`config.mk`:
```
export PLATFORM = sky130hd
export DESIGN_NAME = round_sat_unit
export DESIGN_NICKNAME = d
export VERILOG_FILES = /design/src/rtl/rsu_pkg.sv /design/src/rtl/rsu_round.sv /design/src/rtl/rsu_clamp.sv /design/src/rtl/round_sat_unit.sv
export SDC_FILE = /design/constraint.sdc
export NUM_CORES = 1
export LEC_CHECK = 0
export ABC_AREA = 1
export CAP_MARGIN = 10
export CORE_ASPECT_RATIO = 0.5
export CORE_MARGIN = 3
export CORE_UTILIZATION = 35
export DETAILED_ROUTE_END_ITERATION = 10
export DONT_BUFFER_PORTS = 1
export GPL_TIMING_DRIVEN = 0
export HOLD_SLACK_MARGIN = 0.05
export PLACE_DENSITY_LB_ADDON = 0.08
export SLEW_MARGIN = 20
export SYNTH_ARGS = -nofsm -noshare
export SYNTH_HDL_FRONTEND = slang
export SYNTH_HIERARCHICAL = 1
export SYNTH_SLANG_ARGS = --single-unit
```
`constraint.sdc`:
```
create_clock -name clk -period 6.76 [get_ports clk]
set_input_delay 0.676 -clock clk [delete_from_list [all_inputs] [get_ports clk]]
set_output_delay 0.676 -clock clk [all_outputs]
set_load 0.02 [all_outputs]
```
`src/rtl/rsu_pkg.sv`:
```
package rsu_pkg;

  typedef struct packed {
    logic rnd_en;
    logic rnd_even;
    logic sat_en;
    logic sat_sym;
  } rsu_ctrl_t;

  function automatic int shw(input int max_shift);
    return $clog2(max_shift + 1);
  endfunction

endpackage

```
`src/rtl/rsu_round.sv`:
```
module rsu_round #(
  parameter int IN_W      = 44,
  parameter int MAX_SHIFT = 24,
  parameter int SH_W      = 5
) (
  input  logic [IN_W-1:0]        din,
  input  logic [SH_W-1:0]        pos,
  input  logic                   rnd_en,
  input  logic                   rnd_even,
  output logic signed [IN_W:0]   rounded
);

  localparam logic [SH_W-1:0] MAX_SH_V = SH_W'(MAX_SHIFT);
  localparam logic [IN_W-1:0] ONE      = IN_W'(1);

  logic [SH_W-1:0]       sh;
  logic signed [IN_W:0]  ext;
  logic signed [IN_W:0]  floor_v;
  logic [IN_W-1:0]       half_mask;
  logic                  half_bit;
  logic                  sticky;
  logic                  bump;

  always_comb begin
    sh        = (pos > MAX_SH_V) ? MAX_SH_V : pos;
    ext       = $signed({din[IN_W-1], din});
    floor_v   = ext >>> sh;
    half_mask = (sh == '0) ? '0 : (ONE << (sh - SH_W'(1)));
    half_bit  = |(din & half_mask);
    sticky    = (sh == '0) ? 1'b0 : |(din & (half_mask - ONE));
    bump      = rnd_en && half_bit && (!rnd_even || sticky || floor_v[0]);
    rounded   = floor_v + $signed({{IN_W{1'b0}}, bump});
  end

endmodule

```
`src/rtl/rsu_clamp.sv`:
```
module rsu_clamp #(
  parameter int W     = 45,
  parameter int OUT_W = 18
) (
  input  logic signed [W-1:0]  val,
  input  logic                 sat_en,
  input  logic                 sat_sym,
  output logic [OUT_W-1:0]     res,
  output logic                 clipped
);

  localparam logic signed [W-1:0] HI     = {{(W-OUT_W+1){1'b0}}, {(OUT_W-1){1'b1}}};
  localparam logic signed [W-1:0] LO_ASY = {{(W-OUT_W+1){1'b1}}, {(OUT_W-1){1'b0}}};
  localparam logic signed [W-1:0] LO_SYM = LO_ASY + W'(1);

  logic signed [W-1:0] lo;

  always_comb begin
    lo      = sat_sym ? LO_SYM : LO_ASY;
    res     = val[OUT_W-1:0];
    clipped = 1'b0;
    if (sat_en) begin
      if (val > HI) begin
        res     = HI[OUT_W-1:0];
        clipped = 1'b1;
      end else if (val < lo) begin
        res     = lo[OUT_W-1:0];
        clipped = 1'b1;
      end
    end
  end

endmodule

```
`src/rtl/round_sat_unit.sv`:
```
module round_sat_unit #(
  parameter int IN_W      = 44,
  parameter int OUT_W     = 18,
  parameter int MAX_SHIFT = 24,
  parameter int SH_W      = rsu_pkg::shw(MAX_SHIFT)
) (
  input  logic              clk,
  input  logic              rst,
  input  logic [IN_W-1:0]   din,
  input  logic [SH_W-1:0]   rnd_pos,
  input  logic              rnd_en,
  input  logic              rnd_even,
  input  logic              sat_en,
  input  logic              sat_sym,
  output logic [OUT_W-1:0]  dout,
  output logic              ovf
);

  localparam int RW = IN_W + 1;

  rsu_pkg::rsu_ctrl_t   ctl;
  logic signed [RW-1:0] rounded;
  logic [OUT_W-1:0]     res_c;
  logic                 clip_c;

  assign ctl = '{rnd_en: rnd_en, rnd_even: rnd_even, sat_en: sat_en, sat_sym: sat_sym};

  rsu_round #(.IN_W(IN_W), .MAX_SHIFT(MAX_SHIFT), .SH_W(SH_W)) u_round (
    .din      (din),
    .pos      (rnd_pos),
    .rnd_en   (ctl.rnd_en),
    .rnd_even (ctl.rnd_even),
    .rounded  (rounded)
  );

  rsu_clamp #(.W(RW), .OUT_W(OUT_W)) u_clamp (
    .val     (rounded),
    .sat_en  (ctl.sat_en),
    .sat_sym (ctl.sat_sym),
    .res     (res_c),
    .clipped (clip_c)
  );

  always_ff @(posedge clk) begin
    if (rst) begin
      dout <= '0;
      ovf  <= 1'b0;
    end else begin
      dout <= res_c;
      ovf  <= clip_c;
    end
  end

endmodule

```
==> impl_metrics.py <==
metrics = {
    "critical_path": {
        "worstSetupPathType": "input port to flop",
        "arrival_ns": 6.16,
        "end_kind": "flop",
        "critPathLaunchType": "input port",
        "crit_path_max_fanout": 10,
        "critical_path.max_stage_delay_ns": 0.38,
        "worst_path_most_repeated_cell": "nand2_1",
        "crit_required_ns": 6.95,
        "cp_slowest_cell": "ha_1",
    },
    "clock_network": {
        "post_cts_buffers": 0,
        "cts_buffer_depth": 2,
        "cts.sinks": 19,
        "cts_root_buf": "clkbuf_16",
        "holdBufCountCts": 0,
        "cts.clk_slew.worst_paths_ns": 0.06,
        "cts_tree": "yes",
        "htree_levels": 1,
        "cts_buffers": 3,
        "ctsResizeCount": 0,
    },
    "floorplanning": {
        "core_area_um2": 18000,
        "die_area_um2": 20700,
        "io-pin-count": 74,
        "die_height_um": 103,
        "start_util_pct": 36.9,
        "rows": 34,
        "dieWidth_um": 201,
    },
    "drt": {
        "drt_pre_antenna_iters": 6,
        "dr_total_vias": 8255,
        "wirelength_mm": 27.4,
        "wl_per_cell_um": 17.0,
        "drtIter0Drc": 694,
        "via_per_inst": 5.13,
        "drc_errors": 0,
        "ant_nets": 0,
    },
    "synthesis": {
        "synth-edff-count": 0,
        "ys_types": 49,
        "synth_top_family_by_area": "simple AND/OR/NAND/NOR gates",
        "synth_nets": 1419,
        "synthArstFlopShare_pct": 0,
        "synth_warnings": 6,
        "synth_area_leaders": "nand2_1 (29%), nor2_1 (10%), inv_1 (9.0%)",
        "syn_inst": 1354,
        "synth_top_flop_cell": "dfxtp_1",
        "synth_area_um2": 6630,
        "synth_seq_area_share_pct": 5.74,
        "muxShareOfSynthArea_pct": 1.53,
        "synthAdderAreaFrac_pct": 1.89,
        "synthSimpleGateAreaFrac_pct": 58.5,
        "synth_top_area_share_pct": 29.4,
        "synth_compound_area_share_pct": 14.0,
        "yosys_register_bits": 19,
        "synth-xor-area-share_pct": 3.57,
        "syn-mean-instance-area_um2": 4.89,
        "yosysTopAreaCell": "nand2_1",
    },
    "status": {
        "status": "finished clean",
    },
    "cells_and_area": {
        "area_growth_syn_to_layout_pct": 5.97,
        "nets": 1424,
        "diodes": 0,
        "postLayoutCoreUtil_pct": 39.1,
        "final_cell_mix": "nand2_1 (519), nor2_1 (185), inv_1 (159)",
        "final_common_cell": "nand2_1",
        "postLayoutCellArea_um2": 7020,
        "instances_no_fill": 1610,
        "layout-drive-gt1-share_pct": 9.65,
    },
    "timing": {
        "fin_tns_setup_ns": 0,
        "setup_violations": 0,
        "relSlewSlack_pct": 50.4,
        "max_freq_mhz": 167,
        "hold_viol": 0,
        "min_period_ns": 5.97,
        "fin_crit_sh_pct": 88.4,
        "worst_pin_slew_ns": 0.745,
        "rsz0062_at_grt": "false",
        "whs_ns": 0.626,
        "drv_slew": 0,
    },
    "power": {
        "pwr_density_cell_nw_per_um2": 126,
        "vdd_drop_max_uv": 71.8,
        "cellLeakagePower_nw": 3.74,
    },
    "global_route": {
        "first_global_vias": 7466,
        "antenna_found_initial": 0,
        "grt_overflow": 0,
        "track_usage_pct": 25.6,
        "grt_max_degree": 13,
        "grt_pass1_wl_mm": 41.9,
    },
    "place": {
        "post_dp_cell_area_um2": 6940,
        "place_inst": 1606,
        "port_buffers": 0,
        "hpwlAfterDp_mm": 24.0,
        "place_congestion": 0.981,
    },
    "worst_hold_path": {
        "min_path_type": "input port to flop",
        "holdPathEnd": "dout[17]",
        "whs_path_depth": 4,
        "min_from": "sat_en",
    },
    "run": {
        "drv_cap": 0,
    },
}
-- power by group --
| part | internal [W] | switching, W |
|---|---|---|
| clock network | 0.0000794 | 0.0000442 |
| registers | 0.000124 | 0.0000198 |
| logic | 0.000187 | 0.000431 |
| total | 0.000391 | 0.000495 |
-- sequential cells by signal (all words and copies together), names as in the netlist --
name and flops:
ovf 1, dout 18
-- worst max-delay path by stage --
stage	cells past startpoint	from	end
floorplan	34	rnd_pos[4]	dout[15]
global placement	33	rnd_pos[4]	dout[15]
detailed placement	36	rnd_pos[4]	dout[15]
CTS	36	rnd_pos[4]	dout[15]
global route	36	rnd_pos[4]	dout[15]
finish	36	rnd_pos[4]	dout[15]
-- layer usage --
| metal | GRT usage [%] | part of all wire (%) | wire length, um |
|---|---|---|---|
| met3 | 3.53 | 6.4 | 1760 |
| met5 | 0 | 0 | 0 |
| met4 | 7.06 | 3.1 | 841 |
| met2 | 42.0 | 42 | 11400 |
| met1 | 35.7 | 49 | 13400 |
-- worst max-delay path, delay by kind of cell --
kind            cells  cell delay (ns)
compound gates      1             0.17
simple gates       22             2.87
buf+inv            10             1.50
xor+xnor            1             0.22
fa+ha+maj           2             0.68
-- cells in the mapped netlist (8+ instances only) --
cell type and instances:
inv_2 16, a21oi_1 12, nand2_1 519, nand2_2 12, mux2i_1 9, ha_1 10
inv_1 159, o21ai_2 13, nand4_1 27, dfxtp_1 19, o21ai_0 46, nand3_1 100
xor2_1 14, nor3_1 8, nor2_1 185, buf_6 14, nor2_2 24, buf_2 12
or2_1 8, o21ai_1 56, xnor2_1 13, o211ai_1 9
-- final cells by class --
class | count | area (um^2)
Buffer | 46 | 323
Clock buffer | 3 | 75.1
Clock inverter | 1 | 5.00
Fill cell | 2156 | 10900
Inverter | 176 | 662
Multi-Input combinational cell | 1113 | 5260
Sequential cell | 19 | 380
Tap cell | 252 | 315
-- cells by family after synthesis --
logic type	after synthesis
and+or+nand+nor	910
DFF	19
xor gates and xnor gates	27
AOI/OAI and AO/OA	156
adders and majority gates	10
muxes	10
buffers and inverters	222
-- stage by stage --
step,total power (W),worst slack (ns)
6_report,0.000885,0.785
5_1_grt,0.000967,0.296
4_1_cts,0.000877,0.848
3_5_place_dp,0.000751,0.596
3_3_place_gp,0.000749,0.641
2_1_floorplan,0.000597,1.87
No activity file was read; power rests on OpenSTA's default activity.
